==> src/rtl/line_fill_engine.sv <==
module line_fill_engine #(
  parameter int ADDR_W = 32,
  parameter int BEAT_W = 64,
  parameter bit LEGACY = 1'b0
) (
  input  logic                           clk,
  input  logic                           rst,
  input  logic                           miss_valid,
  output logic                           miss_ready,
  input  logic [ADDR_W-1:0]              miss_addr,
  output logic                           mem_req_valid,
  input  logic                           mem_req_ready,
  output logic [ADDR_W-1:0]              mem_req_addr,
  input  logic                           mem_beat_valid,
  input  logic [BEAT_W-1:0]              mem_beat_data,
  input  logic                           mem_beat_err,
  output logic                           line_we,
  output logic [ADDR_W-1:0]              line_addr,
  output logic [(LEGACY ? 4 : 8)*BEAT_W-1:0] line_data,
  output logic                           fill_err
);
  localparam int BEATS = LEGACY ? 4 : 8;
  localparam int OFS_W = LEGACY ? 5 : 6;
  localparam int CNT_W = $clog2(BEATS);

  typedef enum logic [1:0] {S_IDLE, S_REQ, S_COLLECT, S_WRITE} state_t;
  state_t state;

  logic [CNT_W-1:0]        cnt;
  logic [ADDR_W-OFS_W-1:0] base_q;
  logic                    err_q;
  logic                    take_beat;
  logic                    bad_beat;
  logic                    last_beat;

  assign take_beat = (state == S_COLLECT) && mem_beat_valid;
  assign bad_beat  = take_beat && mem_beat_err;
  assign last_beat = cnt == CNT_W'(BEATS - 1);

  assign miss_ready    = state == S_IDLE;
  assign mem_req_valid = state == S_REQ;
  assign line_we       = state == S_WRITE;
  assign fill_err      = err_q;
  assign mem_req_addr  = {base_q, OFS_W'(0)};
  assign line_addr     = {base_q, OFS_W'(0)};

  always_ff @(posedge clk) begin
    if (rst) begin
      state  <= S_IDLE;
      cnt    <= '0;
      base_q <= '0;
      err_q  <= 1'b0;
    end else begin
      err_q <= 1'b0;
      case (state)
        S_IDLE: if (miss_valid) begin
          base_q <= miss_addr[ADDR_W-1:OFS_W];
          state  <= S_REQ;
        end
        S_REQ: if (mem_req_ready) begin
          cnt   <= '0;
          state <= S_COLLECT;
        end
        S_COLLECT: if (mem_beat_valid) begin
          if (mem_beat_err) begin
            err_q <= 1'b1;
            cnt   <= '0;
            state <= S_IDLE;
          end else begin
            cnt <= cnt + 1'b1;
            if (last_beat) state <= S_WRITE;
          end
        end
        default: begin
          cnt   <= '0;
          state <= S_IDLE;
        end
      endcase
    end
  end

  for (genvar i = 0; i < BEATS; i++) begin : g_slot
    logic [BEAT_W-1:0] slot_q;
    always_ff @(posedge clk) begin
      if (rst || bad_beat)
        slot_q <= '0;
      else if (take_beat && cnt == CNT_W'(i))
        slot_q <= mem_beat_data;
    end
    assign line_data[i*BEAT_W +: BEAT_W] = slot_q;
  end

endmodule

==> config.mk <==
export PLATFORM = sky130hd
export DESIGN_NAME = line_fill_engine
export DESIGN_NICKNAME = d
export VERILOG_FILES = /design/src/rtl/line_fill_engine.sv
export SDC_FILE = /design/constraint.sdc
export NUM_CORES = 1
export LEC_CHECK = 0
export BUFFER_PORTS_ARGS = -buffer_cell sky130_fd_sc_hd__buf_2
export CORE_AREA = 2 2 267 269
export CTS_BUF_LIST = sky130_fd_sc_hd__clkbuf_8
export CTS_CLUSTER_SIZE = 24
export DETAILED_ROUTE_END_ITERATION = 16
export DIE_AREA = 0 0 269 271
export SETUP_SLACK_MARGIN = 0.4
export SYNTH_ARGS = -nofsm -noshare
export SYNTH_HDL_FRONTEND = slang
export SYNTH_SLANG_ARGS = --single-unit
==> constraint.sdc <==
create_clock -name clk -period 2.15 [get_ports clk]
set_input_delay 0.215 -clock clk [delete_from_list [all_inputs] [get_ports clk]]
set_output_delay 0.215 -clock clk [all_outputs]
set_load 0.005 [all_outputs]
### Word-level counts from Yosys, hierarchy flattened

Cells that the tools add are included.

| storage, ports and cells | value |
|---|---|
| logic and storage cells | 58 |
| output and inout port bits | 580 |
| input port bits | 102 |
| bits in registers | 544 |

| operators by class | value |
|---|---|
| multiplexer cells | 11 |
| bitwise gates (word level) | 3 |
| equality and inequality tests | 14 |
| reductions and logical operators | 17 |
| add/subtract/negate cells | 1 |

Operator list:

| operator | number |
|---|---|
| $eq A3 B3 Y1 const B | 4 |
| $logic_and A1 B1 Y1 | 10 |
| $mux W2 | 5 |
| $mux W3 | 3 |
| $pmux W3 S3 | 1 |
| $eq A3 B2 Y1 const B | 2 |
| $pmux W2 S3 | 1 |
| $eq A2 B2 Y1 const B | 2 |
| $ne A2 B2 Y1 const B | 2 |
| $reduce_and A4 Y1 | 1 |
| $add A3 B1 Y3 const B | 1 |
| $eq A3 B1 Y1 const B | 1 |
| $logic_not A3 Y1 | 1 |
| $ne A3 B3 Y1 const B | 1 |
| $not A1 Y1 | 3 |
| $reduce_and A3 Y1 | 1 |
| $reduce_or A3 Y1 | 1 |
| $eq A2 B1 Y1 const B | 1 |
| $logic_not A2 Y1 | 1 |
| $ne A2 B1 Y1 const B | 1 |
| $reduce_and A2 Y1 | 1 |
| $logic_or A1 B1 Y1 | 1 |
| $mux W1 | 1 |

### Depth between registers and ports, before layout

| depth | value |
|---|---|
| depth in word-level cells | 5 |
| mapped depth | 7 |
| mapped depth without buffers | 5 |

### Worst setup path before layout

No wires, ideal clock.

| path | value |
|---|---|
| path type | register to register |
| from | register cnt[0] |
| to | register g_slot[7].slot_q[10] |
| arrival | 1.481 ns |
| path slack | 0.599 ns |
| period minus slack after synthesis | 1.551 ns |
| library setup time | 0.070 ns |
| required time | 2.080 ns |
| buffers on the path | 2 |
| cell stages (with the launch flop) | 8 |
| cells stage by stage | dfxtp_1 > ha_1 > ha_1 > and4b_1 > buf_2 > buf_1 > nand2_1 > a21oi_1 |

| between the ends | value |
|---|---|
| longest elaborated chain between the ends | 2 |

RTL lines:

| element | line | source |
|---|---|---|
| start, declared | 29 | `logic [CNT_W-1:0] cnt;` |
| start signal, assigned | 70 | `cnt <= cnt + 1'b1;` |
| $eq A3 B3 Y1 | 87 | `else if (take_beat && cnt == CNT_W'(i))` |
| $logic_and A1 B1 Y1 | 87 |  |
| end signal, assigned | 88 | `slot_q <= mem_beat_data;` |
| end, declared | 83 | `logic [BEAT_W-1:0] slot_q;` |

Every way passes these cells.
A chain may end at the register's enable or synchronous reset.

### Worst setup path in the final report

| path | value |
|---|---|
| from | register cnt[0] |
| to | register g_slot[7].slot_q[23] |

Same word-level chain as after synthesis.

==> summary.md <==
| Metric | Value |
|---|---|
| Worst setup margin | around 480 ps |
| WP buf/inv | 2 |
| Post-Route WL | around 80000 um |
| Fin Hold WS | 320.8 ps |
| Total power | roughly 21 mW |
| Clk buf depth | 3 |
| IO Pins | roughly 700 |
| GR Util All Layers | about a fifth |
| TritonCTS Sinks | approximately 540 |
| Slowest stage cell, crit path | dfxtp_2 |
| Seq cells post-synth | approximately 540 |
| Pwr per Cell Area | between 700 and 800 nW/um^2 |
| Final Hold Viols | 0 |
| Warnings, synthesis | 0 |
| Crit start category | register |
| Final period util | roughly 80% |
| Setup TNS | 0 ps |
| Arr. time, crit path | about 2300 ps |
| Worst Path Max Fanout | 17 |
| First-pass DRT Iterations | 5 |
| Gpl congestion | 0.8136 |
| CTS Buf Count | 96 |
| Initial DRC count | about 960 |
| Total number of vias | 18420 |
| Core Rows | 97 |
| Number of vias per cell | roughly 4.7 |
| Slowest Stage Delay on Critical Path | around 350 ps |
| Placed cell area | around 26000 sq um |
| RSZ-0062 raised after global routing | yes |
| I/O Buffers | about 660 |
| Reg2reg end | g_slot[7].slot_q[23] |
| Fin nets | ~3000 |
| Max Clock Freq | about 600 MHz |
| Seq/Total Area, Yosys | a little over 50% |
| Finish-stage setup viols | 0 |
| CP Cell Sequence | ha_2, ha_1, and4b_4, buf_12, clkbuf_16, nand2_1, a21oi_1 |
| Layout cell share with drive strength beyond 1 | between 30% and 40% |
| Worst-Skew Late Latency | between 600 and 700 ps |
| Lkg Pwr | 14.66 nW |
| GRT overflow | 0 |
| CTS tree | built |
| Slew @ Worst Pin | approximately 620 ps |
| DRC | 0 |
| Placed insts | between 3000 and 4000 |
| Crit path launch | cnt[0] |
| Maxcap violations | 0 |
| Initial Util | 31.02% |
| Synth top area cells | dfxtp_1, mux2i_1, nand3b_1, nand2_1, a21oi_1 |
| Reg clk slew, reported paths | about 60 ps |
| Reg2Reg Depth | 7 |
| Die Height | 271 um |
| Maximum VDD drop | 525.0 uV |
| Headroom to the max-slew limit | just under 60% |
| Worst flop-to-flop path startpoint | cnt[0] |
| Setup CP Type | register to register |
| Area grow syn2layout | 35.63% |
| Register-to-register setup slack | roughly 480 ps |
| First-pass GRT wire length | ~110000 um |
| ANT nets after route | 0 |
| Mapped Avg Cell Area | between 10 and 15 sq um |
| CP endpoint kind | register |
| Min-delay worst type | input pin to register |
| Minimum clock period | 1674 ps |
| Largest net degree at the start of global routing | between 80 and 90 |
| Worst EP required | 2750 ps |
| Die span in x | 269 um |
| Mapped Cells | 2123 |
| Yosys top cell area share | between 50% and 60% |
| Crit path depth | 7 |
| Post-Layout Inst Area | between 20000 and 30000 sq um |
| CP delay by family, top | simple AND/OR/NAND/NOR gates |
| Final Util | between 40% and 50% |
| Final Non-Filler Cells | 3881 |
| Max-slew violations | 0 |
| Vias in the first global route | approximately 18000 |
| CP endpoint | g_slot[7].slot_q[23] |
| Initial antenna violation count | 2 |
| Wire length per cell | between 20 and 25 um |
| Core Region | about 70000 sq um |
| Root buffer cell | clkbuf_8 |
| Synthesized cell area | around 22000 sq um |
| HPWL Detailed | 51050 um |
| Post-synthesis cell type count | 29 |
| Outcome | completed |
| Worst Clk Skew | 33.46 ps |
| Yosys top cell by area | dfxtp_1 |
| Pre-CTS setup slack | ~220 ps |
| # H-tree levels | 3 |
| Die area | 72900 sq um |
## repair_timing
item                                   CTS  global route
pin swaps                                7             9
cloned                                   0             5
buffers inserted                         9            12
hold buffers                            95             0
setup endpoints to repair              423           180
endpoints found under the hold margin  360             0
gates resized for setup                 13            17
## cell type report
cell class                 instances  area [sq um]
clock buffer                     120          1652
timing repair buffer             866          5650
antenna                            2         5.005
clock inverter                    53         357.8
sequential                       544         10900
inverter                           4         15.01
fill                            6825         40420
tap                              940          1176
multi-input combinational       1352          9609
## power breakdown
part / internal (mW) / switching [mW]
registers: 10.1 / 0.0454
logic: 0.573 / 0.674
clock network: 5.52 / 4.44
## layer usage
| metal | track usage [%] | share of wire (%) |
|---|---|---|
| met5 | 0 | 0 |
| met1 | 23.98 | 42 |
| met3 | 5.088 | 6.8 |
| met4 | 7.573 | 3.0 |
| met2 | 34.04 | 49 |
## logic make-up after synthesis
kind of cell	synth area share, %
simple gates	21.88
flops	50.30
mux	17.75
buf+inv	5.958
compound gates	3.745
fa+ha+maj	0.3467
other cells	0.01732
## state kept, by name, indices dropped and copies added, names as in the netlist
signal / count
base_q: 26
fill_err: 1
state: 2
g_slot.slot_q: 512
cnt: 3
## worst min-delay path by stage
stage | startpoint | end | slack, ps | depth (start not counted)
2_1_floorplan | mem_beat_data[0] | g_slot[3].slot_q[0] | 350 | 2
3_3_place_gp | g_slot[3].slot_q[4] | g_slot[3].slot_q[4] | 440 | 2
3_5_place_dp | g_slot[3].slot_q[10] | g_slot[3].slot_q[10] | 440 | 2
4_1_cts | miss_addr[13] | base_q[7] | 240 | 4
5_1_grt | miss_addr[12] | base_q[6] | 280 | 4
6_report | miss_addr[12] | base_q[6] | 320 | 4
## cell usage in the layout (no fill, tap or decap), types with 3 or more instances in the layout
cell / instances
bufinv_16: 4
nor2_1: 7
mux2i_1: 384
buf_8: 5
buf_6: 9
buf_2: 660
dlygate4sd3_1: 95
nor2b_1: 3
inv_1: 37
dfxtp_1: 540
conb_1: 12
nand4b_1: 3
nand2_1: 310
buf_12: 31
clkbuf_8: 120
nand3_4: 5
ha_1: 5
a21oi_1: 156
clkbuf_16: 5
nand3b_1: 448
clkinv_2: 10
buf_4: 59
## synthesized netlist by cell type
cell and count:
a21oi_1 156, a32oi_1 2, and2_1 2, and3_1 1, and3_4 1, and4b_1 3, buf_1 10, buf_2 83
buf_4 60, buf_6 3, buf_8 4, clkbuf_1 74, conb_1 1, dfxtp_1 544, ha_1 6, inv_1 4
mux2i_1 384, nand2_1 310, nand2b_1 1, nand3_1 7, nand3b_1 448, nand4b_1 3, nor2_1 7, nor2b_1 4
nor3b_2 1, nor4bb_1 1, o21ai_0 1, o31ai_1 1, or3b_2 1
## worst register-to-register path, cell delays in order (launching register included)
cell,delay (ps)
dfxtp_2,350
ha_2,190
ha_1,200
and4b_4,330
buf_12,150
clkbuf_16,210
nand2_1,70
a21oi_1,120
Power figures use the tool's default switching activity.
